<file path="src/rtl/nco_pkg.sv">
package nco_pkg;
  typedef struct packed {
    logic run;
    logic commit;
    logic clear;
  } ncoStrobe_t;
endpackage

</file>
<file path="src/rtl/nco_load_ctl.sv">
module nco_load_ctl
  import nco_pkg::*;
#(
  parameter int SYNC_STAGES = 2,
  parameter int LOAD_LAT    = 6
) (
  input  logic       clk,
  input  logic       rstN,
  input  logic       enable,
  input  logic       loadPin,
  input  logic       loadBit,
  output ncoStrobe_t strobe,
  output logic       busy
);
  localparam int HOLD  = LOAD_LAT - SYNC_STAGES;
  localparam int CNT_W = $clog2(HOLD + 1);

  logic [SYNC_STAGES:0] syncChain;
  logic [CNT_W-1:0]     holdCnt;
  logic                 loadReq;
  logic                 reqRise;

  assign loadReq = loadPin | loadBit;

  always_ff @(posedge clk) begin
    if (!rstN) syncChain <= '0;
    else       syncChain <= {syncChain[SYNC_STAGES-1:0], loadReq};
  end

  // edge seen between the last sync stage and the extra history stage
  assign reqRise = syncChain[SYNC_STAGES-1] & ~syncChain[SYNC_STAGES];

  always_ff @(posedge clk) begin
    if (!rstN)               holdCnt <= '0;
    else if (!enable)        holdCnt <= '0;
    else if (holdCnt != '0)  holdCnt <= holdCnt - 1'b1;
    else if (reqRise)        holdCnt <= CNT_W'(HOLD);
  end

  assign busy          = (holdCnt != '0);
  assign strobe.run    = enable;
  assign strobe.clear  = ~enable;
  assign strobe.commit = enable && (holdCnt == CNT_W'(1));
endmodule

</file>
<file path="src/rtl/nco_datapath.sv">
module nco_datapath
  import nco_pkg::*;
#(
  parameter int PHASE_W = 32,
  parameter int LOOP_W  = 16
) (
  input  logic               clk,
  input  logic               rstN,
  input  ncoStrobe_t         strobe,
  input  logic [PHASE_W-1:0] fcwIn,
  input  logic [LOOP_W-1:0]  loopVal,
  input  logic               addLoop,
  input  logic               carryIn,
  output logic [PHASE_W-1:0] phase
);
  logic [PHASE_W-1:0] fcwReg;
  logic [PHASE_W-1:0] corrExt;
  logic [PHASE_W-1:0] corrSigned;
  logic [PHASE_W-1:0] stepVal;

  generate
    if (PHASE_W > LOOP_W) begin : g_ext
      assign corrExt = {{(PHASE_W-LOOP_W){loopVal[LOOP_W-1]}}, loopVal};
    end else begin : g_trunc
      assign corrExt = loopVal[PHASE_W-1:0];
    end
  endgenerate

  assign corrSigned = addLoop ? corrExt : ('0 - corrExt);
  assign stepVal    = fcwReg + corrSigned + {{(PHASE_W-1){1'b0}}, carryIn};

  always_ff @(posedge clk) begin
    if (!rstN)              fcwReg <= '0;
    else if (strobe.clear)  fcwReg <= '0;
    else if (strobe.commit) fcwReg <= fcwIn;
  end

  always_ff @(posedge clk) begin
    if (!rstN)           phase <= '0;
    else if (strobe.run) phase <= phase + stepVal;
  end
endmodule

</file>
<file path="src/rtl/sync_load_nco.sv">
module sync_load_nco
  import nco_pkg::*;
#(
  parameter int PHASE_W     = 32,
  parameter int LOOP_W      = 16,
  parameter int SYNC_STAGES = 2,
  parameter int LOAD_LAT    = 6
) (
  input  logic               clk,
  input  logic               rstN,
  input  logic               enable,
  input  logic               loadPin,
  input  logic               loadBit,
  input  logic [PHASE_W-1:0] fcwIn,
  input  logic [LOOP_W-1:0]  loopVal,
  input  logic               addLoop,
  input  logic               carryIn,
  output logic               busy,
  output logic [PHASE_W-1:0] phase
);
  ncoStrobe_t strobe;

  nco_load_ctl #(.SYNC_STAGES(SYNC_STAGES), .LOAD_LAT(LOAD_LAT)) u_ctl (
    .clk(clk), .rstN(rstN), .enable(enable), .loadPin(loadPin),
    .loadBit(loadBit), .strobe(strobe), .busy(busy)
  );

  nco_datapath #(.PHASE_W(PHASE_W), .LOOP_W(LOOP_W)) u_dp (
    .clk(clk), .rstN(rstN), .strobe(strobe), .fcwIn(fcwIn),
    .loopVal(loopVal), .addLoop(addLoop), .carryIn(carryIn), .phase(phase)
  );
endmodule

</file>
<file path="config.mk">
export PLATFORM = sky130hd
export DESIGN_NAME = sync_load_nco
export DESIGN_NICKNAME = d
export VERILOG_FILES = /design/src/rtl/nco_pkg.sv /design/src/rtl/nco_load_ctl.sv /design/src/rtl/nco_datapath.sv /design/src/rtl/sync_load_nco.sv
export SDC_FILE = /design/constraint.sdc
export NUM_CORES = 1
export LEC_CHECK = 0
export ABC_AREA = 1
export ABC_CLOCK_PERIOD_IN_PS = 3240
export BUFFER_PORTS_ARGS = -buffer_cell sky130_fd_sc_hd__buf_2
export CAP_MARGIN = 10
export CORE_MARGIN = 1
export CORE_UTILIZATION = 45
export DETAILED_ROUTE_END_ITERATION = 12
export MAX_ROUTING_LAYER = met4
export PLACE_DENSITY_LB_ADDON = 0.3
export SYNTH_ARGS = -nofsm -noshare
export SYNTH_HDL_FRONTEND = slang
export SYNTH_HIERARCHICAL = 1
export SYNTH_SLANG_ARGS = --single-unit
export TNS_END_PERCENT = 50
</file>
<file path="constraint.sdc">
create_clock -name clk -period 3.24 [get_ports clk]
set_input_delay 0.486 -clock clk [delete_from_list [all_inputs] [get_ports clk]]
set_output_delay 0.486 -clock clk [all_outputs]
set_load 0.005 [all_outputs]
</file>
==> results.md <==
- Reg power frac: 0.237
- Synth Cell Area: 6045 µm²
- Reg2reg end: u_dp/phase[28]$_SDFFE_PN0P_
- Final #Nets: 1244
- Startpoint types: primary input
- Initial antenna violation count: 0
- Int Pwr: 2672 µW
- R2R setup slack: 0.66 ns
- Most common cell in the synthesized netlist: nand2_1
- Ys flop type: dfxtp_1
- DRC: 0
- Setup CP Type: in2reg
- Pre-CTS setup slack: -0.7320 ns
- Area contributors post-synth: dfxtp_1, nand2_1, fa_1
- Post-Synthesis Cells: 945
- Crit path from: loopVal[1]
- Worst R2R Start: u_dp/phase[0]$_SDFFE_PN0P_
- Post-Syn Area per Cell: 6.396 µm²
- Count of flip-flops with a built-in enable after synthesis: 0
- I/O pin count: 88
- Sequential cell area fraction in the yosys report: 0.2318
- Worst setup margin: 0.1095 ns
- Initial Util: 0.4694
- Number of global-route vias before repair: 6045
- Hold Crit Depth: 2
- Area share of the largest cell type after synthesis: 0.2318
- Hold WC Path Type: in2reg
- Least-Margin Pin Slew: 1.165 ns
- Placed Area: 7382 µm²
- Max clock buf depth: 2
- IR Drop Worst-Case VDD: 0.0004519 V
- Yosys reg bits: 70
- Most frequent cells after synthesis: nand2_1, inv_1, nor2_1
- TritonCTS clock tree: yes
- Net Sw Frac: 0.3689
- Global-route wire length before repair: 29380 µm
- Drt total wl: 17660 µm
- Setup crit end: u_dp/phase[20]$_SDFFE_PN0P_
- Yosys warns: 6
- Worst endpoint required time: 3.48 ns
- Period utilisation layout: 0.9662
- First DRT Iteration DRCs: 352
- Area delta synth->final: 35.98%
- Clock Latency Late Sink: 0.35 ns
- CP endpoint kind: flop
- Clock network power share: 0.293
- # fillers: 1217
- Fraction of registers with async set/reset: 0
- Leak pwr: 0.004401 µW
- Port Buffer Count: 87
- Unique masters post-synth: 35
- Drt pass-1 iters: 5
- Yosys top cell by area: dfxtp_1
- Logic gate share of total power: 0.470
- Grt total ovfl: 0
- Slew Viols, Final: 0
- Row cnt: 41
- Hold buffers post-CTS: 0
- Core Area: 12880 µm²
- Ant. Diodes: 0
- Number of buffers created by CTS: 9
- DPL Wire Length: 13590 µm
- Reg clk slew, reported paths: 0.06 ns
- H-Tree Depth: 3
- DR WL/cell: 13.58 µm
- Critical Path AT: 3.38 ns
- Final min period: 3.130 ns
- Sw power: 1562 µW
- Detail Route Antenna Nets: 0
- Crit-path max FO: 4
- Maxcap violations: 0
- CTS root buf: clkbuf_16
- Max_slew headroom: 0.2223
- Die ar.: 13900 µm²
- # setup viols final: 0
- Die Span X: 117.9 µm
- Ratio of cells with drive above 1 in the final layout: 0.2799
- Largest net degree at the start of global routing: 37
- Hold Violations, Final: 0
- CTS Sinks: 70
- Via density: 4.815
- Via count: 6264
- GRT Total Usage: 0.2732
- Net count after synthesis: 1065
- RSZ-0062 raised after global routing: yes
- Power Density: 515.2 nW/µm²
- Routability cong.: 0.8963
- Setup Skew: 0.006303 ns
- Post-route cell area: 8219 µm²
- FF-to-FF path depth: 14
- Max Fclk: 319.4 MHz
- DIE HEIGHT: 117.9 µm
- Status: finished, final reports clean
[timing repair]
action | in CTS | in global routing
pin swaps | 2 | 49
gates resized for setup | 11 | 91
setup endpoints to repair | 19 | 24
setup buffers | 1 | 2
[state kept, by name (all words and copies together) (netlist names)]
| signal | flops |
|---|---|
| u_ctl/holdCnt | 3 |
| u_ctl/syncChain | 3 |
| u_dp/fcwReg | 32 |
| u_dp/phase | 32 |
[power by group through the flow]
| stage | combinational (µW) | sequential (µW) | clock (µW) |
|---|---|---|---|
| after floorplan | 1030 | 1010 | 0 |
| after global placement | 1720 | 1020 | 0 |
| after detailed placement | 1740 | 1020 | 0 |
| after CTS | 1790 | 1000 | 1270 |
| after global routing | 2210 | 1020 | 1300 |
| final | 1990 | 1000 | 1240 |
[critical path: stages]
cell	delay (ns)
buf_4	0.13
inv_4	0.06
ha_4	0.14
nand2_4	0.06
o31ai_4	0.35
o21ai_2	0.12
xor2_2	0.21
fa_1	0.49
ha_4	0.33
nand2_4	0.08
nor2_4	0.13
inv_4	0.06
nor3_4	0.25
nand3_2	0.13
nand4_1	0.13
nand3_2	0.09
nand2_1	0.10
inv_1	0.03
[placed cells by master, fill, tap and decap left out, types with 8 or more instances in the layout]
master / netlist / layout
dfxtp_1: 70 / 70
nand3_1: 46 / 37
nand2_4: 0 / 9
nand3_2: 2 / 10
a21oi_2: 2 / 8
xor2_1: 22 / 19
fa_1: 32 / 32
ha_1: 33 / 21
buf_2: 2 / 84
inv_1: 152 / 148
ha_4: 0 / 11
nand2_1: 288 / 269
nor2_2: 9 / 11
clkbuf_16: 0 / 9
nand2_2: 19 / 29
nor2_1: 120 / 113
buf_4: 1 / 101
o21ai_0: 26 / 21
a21oi_1: 58 / 51
[cell type report]
cell class,instances,area [µm²],share of cell area
clock buffer,10,239.0,0.02908
clock inverter,6,132.6,0.01614
multi-input combinational,697,4382,0.5331
sequential,70,1401,0.1705
inverter,156,593.1,0.07216
tap,172,215.2,0.02618
timing repair buffer,190,1256,0.1528
[metrics by stage]
| step | hold WS [ns] | utilization | power (µW) | instances | setup TNS (ns) |
|---|---|---|---|---|---|
| floorplan | 0.3900 | - | 2041 | 945 | 0 |
| global placement | 0.3920 | 0.5733 | 2745 | 1284 | -11.46 |
| detailed placement | 0.4084 | 0.5733 | 2762 | 1284 | -12.03 |
| CTS | 0.3265 | 0.6082 | 4065 | 1301 | 0 |
| global route | 0.3408 | 0.6383 | 4528 | 1301 | -0.4180 |
| finish | 0.3366 | 0.6383 | 4235 | 1301 | 0 |
[layer usage]
layer	part of all wire	routed length, µm	vias to the layer above	track usage
met5	0	0	-	-
met4	0.013	226	0	0.06731
met3	0.045	794	15	0.05136
met2	0.46	8166	115	0.4360
met1	0.48	8475	2887	0.3555
li1	-	-	3247	-
[kinds of logic (layout without fill, tap and decap cells)]
kind of cell / after synthesis / after routing / synth area share
and+or+nand+nor: 501 / 501 / 0.3457
buffers and inverters: 178 / 362 / 0.1153
xor gates and xnor gates: 30 / 30 / 0.04347
AOI/OAI and AO/OA: 101 / 101 / 0.08942
adders and majority gates: 65 / 65 / 0.1743
DFF: 70 / 70 / 0.2318
[worst min path at each step]
stage,from,end
2_1_floorplan,u_ctl/syncChain[0]$_SDFF_PN0_,u_ctl/syncChain[1]$_SDFF_PN0_
3_3_place_gp,u_ctl/syncChain[0]$_SDFF_PN0_,u_ctl/syncChain[1]$_SDFF_PN0_
3_5_place_dp,u_ctl/syncChain[0]$_SDFF_PN0_,u_ctl/syncChain[1]$_SDFF_PN0_
4_1_cts,loadPin,u_ctl/syncChain[0]$_SDFF_PN0_
5_1_grt,loadPin,u_ctl/syncChain[0]$_SDFF_PN0_
6_report,loadPin,u_ctl/syncChain[0]$_SDFF_PN0_
(Power assumes the default switching activity.)
